===== src/rtl/mul8_pkg.sv =====
// Package: shared encodings and widths for the two-cycle multiplier.
// Assumes the signedness code is two bits wide; code 3 aliases unsigned.
package mul8_pkg;
    localparam int unsigned OP_W = 8;
    localparam int unsigned PR_W = 2 * OP_W;

    typedef enum logic [1:0] {
        SGN_UU  = 2'd0,
        SGN_SS  = 2'd1,
        SGN_SU  = 2'd2,
        SGN_UU2 = 2'd3
    } sgn_mode_e;

    // Stage-one payload carried between the input and product registers
    typedef struct packed {
        logic [PR_W-1:0] a_ext;
        logic [OP_W-1:0] b_raw;
        logic            b_signed;
        logic            frac;
    } mul_stage_t;
endpackage


===== src/rtl/mul8_opnd_ext.sv =====
// Operand extender: decodes the signedness code and widens the first
// operand to twice its width, sign-extending it only when the code
// marks it signed. The second operand stays raw; a flag says whether
// its top bit carries negative weight. Purely combinational.
module mul8_opnd_ext #(
    parameter int unsigned W = 8
) (
    input  logic [1:0]     sgn_sel,
    input  logic [W-1:0]   a_in,
    input  logic [W-1:0]   b_in,
    output logic [2*W-1:0] a_ext,
    output logic [W-1:0]   b_out,
    output logic           b_signed
);
    import mul8_pkg::*;

    logic a_signed;

    // Decode which operands are treated as two's complement
    always_comb begin
        unique case (sgn_mode_e'(sgn_sel))
            SGN_SS:  begin a_signed = 1'b1; b_signed = 1'b1; end
            SGN_SU:  begin a_signed = 1'b1; b_signed = 1'b0; end
            default: begin a_signed = 1'b0; b_signed = 1'b0; end
        endcase
    end

    // Widen operand A, replicating its sign only when signed
    always_comb begin
        a_ext = {{W{a_signed & a_in[W-1]}}, a_in};
        b_out = b_in;
    end
endmodule


===== src/rtl/mul8_pp_array.sv =====
// Partial-product array: forms one shifted copy of the widened first
// operand per bit of the second operand and sums them modulo 2^(2W).
// When the second operand is signed its top row is subtracted, giving
// the two's-complement product. Purely combinational.
module mul8_pp_array #(
    parameter int unsigned W = 8
) (
    input  logic [2*W-1:0] a_ext,
    input  logic [W-1:0]   b,
    input  logic           b_signed,
    output logic [2*W-1:0] product
);
    localparam int unsigned PW = 2 * W;

    logic [PW-1:0] pp [W];

    // One gated, shifted row per multiplier bit
    for (genvar gi = 0; gi < W; gi++) begin : g_row
        assign pp[gi] = b[gi] ? (a_ext << gi) : '0;
    end

    // Accumulate rows; the sign row is subtracted in signed mode
    always_comb begin
        product = '0;
        for (int i = 0; i < W; i++) begin
            if ((i == W - 1) && b_signed) begin
                product = product - pp[i];
            end else begin
                product = product + pp[i];
            end
        end
    end
endmodule


===== src/rtl/mul8_post.sv =====
// Post-processing: applies the optional fractional left shift and
// derives the zero and carry flags. Carry is taken from the top bit of
// the product before the shift; zero is judged on the final value.
module mul8_post #(
    parameter int unsigned W = 8
) (
    input  logic [2*W-1:0] product,
    input  logic           frac,
    output logic [2*W-1:0] result,
    output logic           z,
    output logic           c
);
    // Shift for fractional mode and form both flags
    always_comb begin
        result = frac ? {product[2*W-2:0], 1'b0} : product;
        c      = product[2*W-1];
        z      = (result == '0);
    end
endmodule


===== src/rtl/mul8_fmul_core.sv =====
// Two-cycle 8x8 multiplier top. Cycle one registers the extended
// operands; cycle two registers the product, flags and the done pulse.
// A start may arrive every cycle. Outputs only change when done is high.
// Assumes synchronous active-low reset.
module mul8_fmul_core #(
    parameter int unsigned W = 8
) (
    input  logic         clk,
    input  logic         rst_n,
    input  logic         start,
    input  logic [1:0]   sgn_sel,
    input  logic         frac,
    input  logic [W-1:0] opa,
    input  logic [W-1:0] opb,
    output logic [W-1:0] prod_hi,
    output logic [W-1:0] prod_lo,
    output logic         done,
    output logic         flag_z,
    output logic         flag_c
);
    localparam int unsigned PW = 2 * W;

    logic [PW-1:0] a_ext_d;
    logic [W-1:0]  b_d;
    logic          bsig_d;

    logic [PW-1:0] s1_a;
    logic [W-1:0]  s1_b;
    logic          s1_bsig;
    logic          s1_frac;
    logic          s1_vld;

    logic [PW-1:0] prod_w;
    logic [PW-1:0] res_w;
    logic          z_w;
    logic          c_w;

    logic [PW-1:0] res_q;
    logic          frac_q;

    mul8_opnd_ext #(.W(W)) ext_i (
        .sgn_sel (sgn_sel),
        .a_in    (opa),
        .b_in    (opb),
        .a_ext   (a_ext_d),
        .b_out   (b_d),
        .b_signed(bsig_d)
    );

    // Stage one: capture widened operands and mode on start
    always_ff @(posedge clk) begin
        if (!rst_n) begin
            s1_a    <= '0;
            s1_b    <= '0;
            s1_bsig <= 1'b0;
            s1_frac <= 1'b0;
            s1_vld  <= 1'b0;
        end else begin
            s1_vld <= start;
            if (start) begin
                s1_a    <= a_ext_d;
                s1_b    <= b_d;
                s1_bsig <= bsig_d;
                s1_frac <= frac;
            end
        end
    end

    mul8_pp_array #(.W(W)) arr_i (
        .a_ext   (s1_a),
        .b       (s1_b),
        .b_signed(s1_bsig),
        .product (prod_w)
    );

    mul8_post #(.W(W)) post_i (
        .product(prod_w),
        .frac   (s1_frac),
        .result (res_w),
        .z      (z_w),
        .c      (c_w)
    );

    // Stage two: register result and flags, pulse done
    always_ff @(posedge clk) begin
        if (!rst_n) begin
            res_q  <= '0;
            flag_z <= 1'b0;
            flag_c <= 1'b0;
            frac_q <= 1'b0;
            done   <= 1'b0;
        end else begin
            done <= s1_vld;
            if (s1_vld) begin
                res_q  <= res_w;
                flag_z <= z_w;
                flag_c <= c_w;
                frac_q <= s1_frac;
            end
        end
    end

    assign prod_hi = res_q[PW-1:W];
    assign prod_lo = res_q[W-1:0];

    // every start is answered by done two cycles later
    a_r8_done_latency: assert property (@(posedge clk) disable iff (!rst_n)
        start |=> ##1 done);

    // done never appears without a start two cycles earlier
    a_r8_done_origin: assert property (@(posedge clk) disable iff (!rst_n)
        $rose(done) |-> $past(start, 2));

    // outputs hold in cycles without done
    a_r9_hold: assert property (@(posedge clk) disable iff (!rst_n)
        !done |-> ($stable(prod_hi) && $stable(prod_lo) && $stable(flag_z) && $stable(flag_c)));

    // a fractional result always has a clear least significant bit
    a_r5_frac_lsb: assert property (@(posedge clk) disable iff (!rst_n)
        (done && frac_q) |-> (prod_lo[0] == 1'b0));

    // zero flag agrees with the presented result
    a_r7_zero_flag: assert property (@(posedge clk) disable iff (!rst_n)
        done |-> (flag_z == ({prod_hi, prod_lo} == '0)));
endmodule


===== config.mk =====
export PLATFORM = sky130hd
export DESIGN_NAME = mul8_fmul_core
export DESIGN_NICKNAME = d
export VERILOG_FILES = /design/src/rtl/mul8_pkg.sv /design/src/rtl/mul8_opnd_ext.sv /design/src/rtl/mul8_pp_array.sv /design/src/rtl/mul8_post.sv /design/src/rtl/mul8_fmul_core.sv
export SDC_FILE = /design/constraint.sdc
export NUM_CORES = 1
export LEC_CHECK = 0
export ABC_AREA = 0
export CORE_MARGIN = 2
export CORE_UTILIZATION = 25
export DETAILED_ROUTE_END_ITERATION = 10
export GPL_TIMING_DRIVEN = 0
export HOLD_SLACK_MARGIN = 0.06
export PLACE_DENSITY = 0.4
export SYNTH_ARGS = -nofsm -noshare
export SYNTH_HDL_FRONTEND = slang
export SYNTH_SLANG_ARGS = --single-unit

===== constraint.sdc =====
create_clock -name clk -period 7.15 [get_ports clk]
set_clock_uncertainty 0.05 [all_clocks]
set_input_delay 1.43 -clock clk [delete_from_list [all_inputs] [get_ports clk]]
set_output_delay 1.43 -clock clk [all_outputs]
set_load 0.01 [all_outputs]

==> impl_summary.txt, run 1 <==
----------------------------------------------------
[Run status]
  Run status ... finished, final reports clean

[Logic synthesis]
  Number of flops mapped to enable cells by yosys ... 0
  Mapped cell area ... 0.004488 mm2
  Warnings, synthesis ... 0
  Number of synthesized register bits ... 39
  Proportion of synthesized chip area in sequential cells ... 17.40%
  Async SR Flop Fraction ... 0%
  Net count after synthesis ... 602
  Synthesized instance count ... 501
  Most common flop cell mapped by yosys ... sky130_fd_sc_hd__dfxtp_1
  Mean post-synth cell area ... 8.958 um2
  Unique masters post-synth ... 58

[Routing]
  Routed vias/inst ... 4.532
  Average wire length per cell after detail routing ... 15.03 um
  Via count ... 3,508
  Residual antenna-violating net count after detailed routing ... 0
  Remaining DRCs ... 0
  DR pass1 iterations ... 4
  DRT Wirelength ... 11,630 um
  Number of violations reported at the end of detailed-routing iteration 0 ... 164

[Power]
  Internal Pwr Total ... 549.1 uW
  Tot Pwr ... 843.1 uW
  Cell Pwr Density ... 157.9 mW/mm2
  Switching Power ... 294.0 uW
  Worst vdd ir ... 106.1 uV
  Fraction of power consumed by combinational cells ... 40.0%
  Clk pwr share ... 30.9%
  Sw frac ... 34.87%
  Sequential Power Share ... 29.1%
  Pleak ... 2.413 nW

[STA]
  Total count of max-transition violations in the final report ... 0
  Final count of hold timing violations ... 0
  Total negative slack for setup checks ... 0 ns
  Slew at the pin closest to its max-slew limit ... 0.7227 ns
  Setup violation total in the final timing report ... 0
  Ratio of final minimum period to clock period ... 89.74%
  Post-layout min period ... 6.416 ns
  WHS ... 0.4129 ns
  Slew headroom ... 51.82%
  Top achievable clock speed ... 155.9 MHz
  Unrepaired setup endpoints after global routing ... no

[Worst setup path]
  Critical register-to-register path endpoint ... flag_z
  CP Buf/Inv Count ... 1
  Crit start category ... flop
  Worst path required time ... 7.32 ns
  Largest delay share family, worst path ... adder cells
  Highest-delay cell along the critical path ... sky130_fd_sc_hd__fa_1
  Worst Path Max Fanout ... 10
  Category of the worst setup path capture point ... flop
  Worst setup path class ... reg -> reg
  Most common cell type on the critical path ... sky130_fd_sc_hd__fa_1
  Reg2Reg Setup Slack ... 0.73 ns
  Data arrival, critical path ... 6.58 ns
  CP Cell Sequence ... clkbuf_1 > and2_1 > fa_1 > fa_1 > fa_1 > fa_1 > ha_1 > a21o_1 > a21oi_1 > o21bai_1 > a21oi_1 > o21ai_1 > xor2_1 > ha_1 > a21o_1 > a21oi_1 > o21ai_2 > xnor2_2 > nand2b_1 > a2111oi_2 > o2bb2ai_1
  Worst-case reg-to-reg path depth ... 21
  RR Startpoint ... s1_a[1]
  Critical Path Max Stage Delay ... 0.54 ns

[Clock tree]
  CTS-repair resized insts ... 0
  H-tree lvl count ... 2
  TritonCTS clock tree ... done
  Sinks on Clock Net ... 39
  CTS clk-pin slew, worst paths ... 0.06 ns
  Setup fix buffers added after clock tree synthesis ... 0
  Total of hold buffers inserted after clock tree synthesis ... 0
  Root buffer cell ... sky130_fd_sc_hd__clkbuf_16
  Number of clock buffers inserted by TritonCTS ... 5
  Source-to-sink clock delay at the later pin of the worst-skew pair ... 0.29 ns
  CTS max path bufs ... 2

[Global route]
  First-pass GRT wire length ... 18,980 um
  Number of global-route vias before repair ... 3,658
  Number of antenna violations at the first check in global routing ... 0
  Global-route usage over all layers ... 12.93%
  Maximum number of pins on one net before global-route repair ... 14
  Total overflow reported by the global router ... 0

[Finish]
  Fillers ... 1,867
  Most common cell after layout, fill and taps aside ... sky130_fd_sc_hd__and2_1
  Area of all sequential standard cells ... 780.7 um2
  Area growth from synthesis to layout ... 18.96%
  Commonest cells after routing, fill and taps aside ... sky130_fd_sc_hd__and2_1, sky130_fd_sc_hd__inv_1, sky130_fd_sc_hd__fa_1
  Layout cells sized above 1 ... 4.736%
  Final standard cell count with taps included and fillers excluded ... 774
  Antenna cell count ... 0
  Area taken by multi-input logic gates ... 0.003395 mm2
  Post-layout nets ... 649

[Placement]
  Final HPWL DP ... 9549 um
  Placer Congestion ... 0.7647
  Cell count after placement ... 766
  Quantity of I/O buffers inserted on ports ... 40

[Floorplanning]
  Standard-cell rows ... 48
  Core region area ... 0.01742 mm2
  Count of pins on the block boundary ... 41
  Die Y ... 138.0 um
  Die ar. ... 0.01904 mm2
  Starting Density ... 25.77%
  Die width ... 138.0 um

[Worst hold path]
  Launch point of the worst hold path ... flag_z
  Worst min path class ... reg -> reg
  Worst hold path cell count ... 2
  Hold Crit Endpoint ... flag_z

[Job]
  Maximum capacitance violations ... 0

----------------------------------------------------
[worst min-delay path: stages (launching register included)]
cell,delay (ns)
sky130_fd_sc_hd__dfxtp_1,0.31
sky130_fd_sc_hd__nand2_1,0.05
sky130_fd_sc_hd__o2bb2ai_1,0.06
[synth_stat cells (2+ instances only)]
master,count,area [um2]
sky130_fd_sc_hd__nand3_1,6,30.03
sky130_fd_sc_hd__nand2b_1,5,31.28
sky130_fd_sc_hd__dfxtp_1,39,780.8
sky130_fd_sc_hd__fa_1,52,1041
sky130_fd_sc_hd__a221oi_1,2,17.52
sky130_fd_sc_hd__xnor2_1,14,122.6
sky130_fd_sc_hd__nor2_1,18,67.56
sky130_fd_sc_hd__o211ai_1,3,22.52
sky130_fd_sc_hd__o22ai_1,2,12.51
sky130_fd_sc_hd__a21oi_1,15,75.07
sky130_fd_sc_hd__ha_1,27,337.8
sky130_fd_sc_hd__nor3b_1,2,15.01
sky130_fd_sc_hd__and3_1,2,12.51
sky130_fd_sc_hd__nor2b_1,27,168.9
sky130_fd_sc_hd__a21o_1,3,22.52
sky130_fd_sc_hd__o21a_1,6,45.04
sky130_fd_sc_hd__o211a_1,9,90.09
sky130_fd_sc_hd__a21boi_0,3,22.52
sky130_fd_sc_hd__buf_4,2,15.01
sky130_fd_sc_hd__nand2_1,43,161.4
sky130_fd_sc_hd__nor3_1,8,40.04
sky130_fd_sc_hd__mux2i_1,27,270.3
sky130_fd_sc_hd__or2_2,2,12.51
sky130_fd_sc_hd__o21ai_1,7,35.03
sky130_fd_sc_hd__inv_1,54,202.7
sky130_fd_sc_hd__buf_1,2,7.510
sky130_fd_sc_hd__xor2_1,6,52.55
sky130_fd_sc_hd__clkbuf_1,17,63.81
sky130_fd_sc_hd__o21ai_0,10,50.05
sky130_fd_sc_hd__a21boi_1,2,15.01
sky130_fd_sc_hd__and2_1,56,350.3
sky130_fd_sc_hd__buf_2,4,20.02
[layer usage]
metal | GRT usage [%] | wire length, um
met1 | 18.60 | 6104
met4 | 2.891 | 196
met3 | 2.010 | 233
met5 | 0 | 0
met2 | 20.41 | 5100
[worst max path at each step]
stage	slack [ns]	cells past startpoint	endpoint	startpoint
after global placement	0.81	21	flag_z	s1_a[0]
after CTS	0.72	22	flag_z	s1_a[2]
after floorplan	1.55	22	flag_z	s1_a[2]
after detailed placement	0.75	22	flag_z	s1_a[2]
after global routing	0.39	21	flag_z	s1_a[0]
final	0.73	21	flag_z	s1_a[1]
[logic make-up (layout without fill, tap and decap cells)]
family                   count (synthesis)  count (layout)  share of synthesized area (%)
XOR/XNOR                                22              22                          4.767
AO/OA/AOI/OAI                           77              77                          12.63
multiplexers                            27              27                          6.022
flip-flops                              39              39                          17.40
buffers and inverters                   80             128                          6.969
adder cells (fa/ha/maj)                 79              79                          30.72
AND/OR/NAND/NOR                        177             177                          21.49
[metrics by stage]
stage | worst slack [ns] | instance area (um2) | util [%]
floorplan | 1.554 | 4488 | -
global placement | 0.8105 | 5170 | 29.68
detailed placement | 0.7512 | 5170 | 29.68
CTS | 0.7245 | 5339 | 30.65
global route | 0.3913 | 5339 | 30.65
finish | 0.7338 | 5339 | 30.65
[registers in the layout (all words and copies together) (netlist names)]
register and count:
s1_vld 1, res_q 16, done 1, s1_a 9
s1_bsig 1, flag_z 1, s1_frac 1, flag_c 1
s1_b 8
[final cells by class]
cell class	instances	share of cell area, %
Sequential cell	39	14.62
Timing Repair Buffer	40	7.499
Multi-Input combinational cell	382	63.58
Buffer	25	1.992
Inverter	55	3.867
Clock buffer	5	2.344
Tap cell	225	5.273
Clock inverter	3	0.8202
[power groups by stage]
stage                     registers [mW]  logic (mW)  clock network, mW
after detailed placement           0.251       0.340                  0
after CTS                          0.246       0.342              0.268
after global placement             0.250       0.337                  0
after global routing               0.248       0.375              0.277
after floorplan                    0.250       0.239                  0
final                              0.246       0.337              0.261
(Power assumes the default switching activity.)
==> run 2: changes to the inputs <==
Settings changed: ABC_AREA 0 to unset, CTS_BUF_LIST set to sky130_fd_sc_hd__clkbuf_4.
==> run 2 against run 1 <==
  * Combinational power about the same
  * Worst hold slack gained 0.0094 ns
  * Utilization is 0.49 points lower
  * Via count decreased by 0.71%
  * Total power is 12% lower
  * Cell area shrank 1.6%
  * Global-route usage barely moved
  * Final cell count is 0.13% higher
  * Clock power shrank 38%
  * First-iteration DRC count shrank 7.9%
  * Critical endpoint unchanged
  * Largest power group unchanged
  * Highest routed layer unchanged
==> impl_summary.txt, run 2 (same netlist as run 1, synthesis figures left out) <==
----------------------------------------------------
[Routing]
  Amount of wire on met3 after detailed routing ... 261 um (+12%)
  Met2 WL post-DR ... 5089 um (-0.22%)
  Routed vias/inst ... 4.494 (-0.84%)
  Uppermost metal layer occupied by signal nets ... met4
  Residual antenna-violating net count after detailed routing ... 0 (unchanged)
  Remaining DRCs ... 0 (unchanged)
  Number of violations reported at the end of detailed-routing iteration 0 ... 151 (-7.9%)
  Via count ... 3,483 (-0.71%)
  DR pass1 iterations ... 4 (unchanged)
  DRT Wirelength ... 11,630 um (about the same)
  Average wire length per cell after detail routing ... 15.01 um (-0.16%)
  Met1 wire length ... 6083 um (-0.34%)

[Worst setup path]
  Data arrival, critical path ... 6.69 ns (+0.11 ns)
  Largest delay share family, worst path ... adder cells
  CP Cell Sequence ... clkbuf_1 > and2_1 > fa_1 > fa_1 > fa_1 > fa_1 > ha_1 > a21o_1 > a21oi_1 > o21bai_1 > a21oi_1 > o21ai_1 > xor2_1 > ha_1 > a21o_1 > a21oi_1 > o21ai_2 > xnor2_2 > nand2b_1 > a2111oi_2 > o2bb2ai_1
  CP Capture Point ... flag_z
  Reg2Reg Setup Slack ... 0.73 ns (about the same)
  Worst path required time ... 7.41 ns (+0.09 ns)
  Crit start category ... flop
  Worst setup path class ... reg -> reg
  Critical path depth ... 21 (unchanged)
  Critical Path Max Stage Delay ... 0.54 ns (about the same)
  Critical register-to-register path endpoint ... flag_z
  Worst Path Max Fanout ... 10 (unchanged)
  CP Buf/Inv Count ... 1 (unchanged)
  RR Startpoint ... s1_a[1]
  Timing startpoint of the critical path ... s1_a[1]
  Highest-delay cell along the critical path ... sky130_fd_sc_hd__fa_1
  Most common cell type on the critical path ... sky130_fd_sc_hd__fa_1
  Category of the worst setup path capture point ... flop
  Worst-case reg-to-reg path depth ... 21 (unchanged)

[Finish]
  Layout cells sized above 1 ... 4.736% (unchanged)
  Most common cell after layout, fill and taps aside ... sky130_fd_sc_hd__and2_1
  Area growth from synthesis to layout ... 17.06%
  Largest Register ... res_q
  Number of flip-flops in the largest register ... 16 (unchanged)
  Commonest cells after routing, fill and taps aside ... sky130_fd_sc_hd__and2_1, sky130_fd_sc_hd__inv_1, sky130_fd_sc_hd__fa_1
  Post-layout nets ... 649 (unchanged)
  Fillers ... 1,881 (+0.75%)
  Biggest regs ... res_q (16), s1_a (9), s1_b (8)

[Clock tree]
  Source-to-sink clock delay at the later pin of the worst-skew pair ... 0.38 ns (+0.09 ns)
  Setup fix buffers added after clock tree synthesis ... 0 (unchanged)
  Total of hold buffers inserted after clock tree synthesis ... 0 (unchanged)
  CTS max path bufs ... 2 (unchanged)
  Root buffer cell ... sky130_fd_sc_hd__clkbuf_4
  CTS clk-pin slew, worst paths ... 0.13 ns (+0.07 ns)
  H-tree lvl count ... 2 (unchanged)
  TritonCTS clock tree ... done
  Sinks on Clock Net ... 39 (unchanged)
  Number of clock buffers inserted by TritonCTS ... 5 (unchanged)
  CTS-repair resized insts ... 0 (unchanged)

[Placement]
  Placer Congestion ... 0.7647 (unchanged)
  Placement-stage worst setup slack ... 0.7512 ns (unchanged)
  Quantity of I/O buffers inserted on ports ... 40 (unchanged)
  Final HPWL DP ... 9549 um (unchanged)

[Worst hold path]
  Worst min path class ... reg -> reg

[STA]
  Ratio of final minimum period to clock period ... 89.82% (about the same)
  Unrepaired setup endpoints after global routing ... no
  Slew headroom ... 51.30% (-0.52 points)
  Total count of max-transition violations in the final report ... 0 (unchanged)
  Total negative slack for setup checks ... 0 ns (unchanged)
  Top achievable clock speed ... 155.7 MHz (about the same)
  Final WS setup ... 0.7276 ns (-0.006180 ns)
  Slew at the pin closest to its max-slew limit ... 0.7305 ns (+0.007777 ns)
  Setup violation total in the final timing report ... 0 (unchanged)
  Final count of hold timing violations ... 0 (unchanged)
  Post-layout min period ... 6.422 ns (+0.006180 ns)

[Floorplanning]
  Standard-cell rows ... 48 (unchanged)
  Count of pins on the block boundary ... 41 (unchanged)
  Die Y ... 138.0 um (unchanged)
  Starting Density ... 25.77% (unchanged)
  Core region area ... 0.01742 mm2 (unchanged)
  Die ar. ... 0.01904 mm2 (unchanged)
  Die width ... 138.0 um (unchanged)

[Global route]
  Number of global-route vias before repair ... 3,619 (-1.1%)
  Global-route usage over all layers ... 12.89% (-0.046 points)
  Total overflow reported by the global router ... 0 (unchanged)
  First-pass GRT wire length ... 18,890 um (-0.51%)
  Maximum number of pins on one net before global-route repair ... 14 (unchanged)
  Number of antenna violations at the first check in global routing ... 0 (unchanged)

[Power]
  Tot Pwr ... 742.8 uW (-12%)
  Cell Pwr Density ... 141.4 mW/mm2 (-10%)
  Pleak ... 2.375 nW (-1.6%)
  Worst vdd ir ... 93.55 uV (-12%)

[Job]
  Maximum capacitance violations ... 0 (unchanged)

[Run status]
  Run status ... finished, final reports clean

----------------------------------------------------
## run 2: layer usage
| layer | vias up | GRT usage [%] |
|---|---|---|
| li1 | 1733 | - |
| met1 | 1695 | 18.67 |
| met2 | 45 | 20.24 |
| met3 | 10 | 1.901 |
| met4 | 0 | 2.891 |
| met5 | - | 0 |
## run 2: layout make-up
| class | count | area [um2] | area share (%) |
|---|---|---|---|
| Clock inverter | 3 | 43.79 | 0.8335 |
| Sequential cell | 39 | 780.7 | 14.86 |
| Buffer | 25 | 106.4 | 2.024 |
| Multi-Input combinational cell | 382 | 3395 | 64.61 |
| Inverter | 55 | 206.4 | 3.930 |
| Clock buffer | 5 | 37.54 | 0.7145 |
| Tap cell | 225 | 281.5 | 5.358 |
| Antenna cell | 1 | 2.502 | 0.04763 |
| Timing Repair Buffer | 40 | 400.4 | 7.621 |
## run 2: worst register-to-register path: cells and delay by family, from the launching register on
| family | cells | cell delay [ns] |
|---|---|---|
| adder cells (fa/ha/maj) | 6 | 2.74 |
| AO/OA/AOI/OAI | 10 | 1.93 |
| buffers and inverters | 1 | 0.47 |
| XOR/XNOR | 2 | 0.44 |
| flip-flops | 1 | 0.40 |
| AND/OR/NAND/NOR | 2 | 0.35 |
## run 2: how the worst min path moves through the flow
stage	start	to	slack [ns]	cells past startpoint
after floorplan	flag_z	flag_z	0.44	2
after global placement	res_q[10]	res_q[10]	0.40	2
after detailed placement	res_q[10]	res_q[10]	0.41	2
after CTS	flag_z	flag_z	0.43	2
after global routing	res_q[10]	res_q[10]	0.45	2
final	flag_z	flag_z	0.42	2
## run 2: stage by stage
| stage | utilization (%) | hold slack (ns) | instances | instance area (um2) |
|---|---|---|---|---|
| CTS | 30.15 | 0.4295 | 774 | 5251 |
| finish | 30.17 | 0.4223 | 775 | 5254 |
| global route | 30.15 | 0.4493 | 774 | 5251 |
| floorplan | - | 0.4360 | 501 | 4488 |
| detailed placement | 29.68 | 0.4112 | 766 | 5170 |
| global placement | 29.68 | 0.4036 | 766 | 5170 |
## run 2: power by group
part	switching (mW)	internal [mW]
registers	0.0131	0.232
clock network	0.0869	0.0736
logic	0.185	0.152
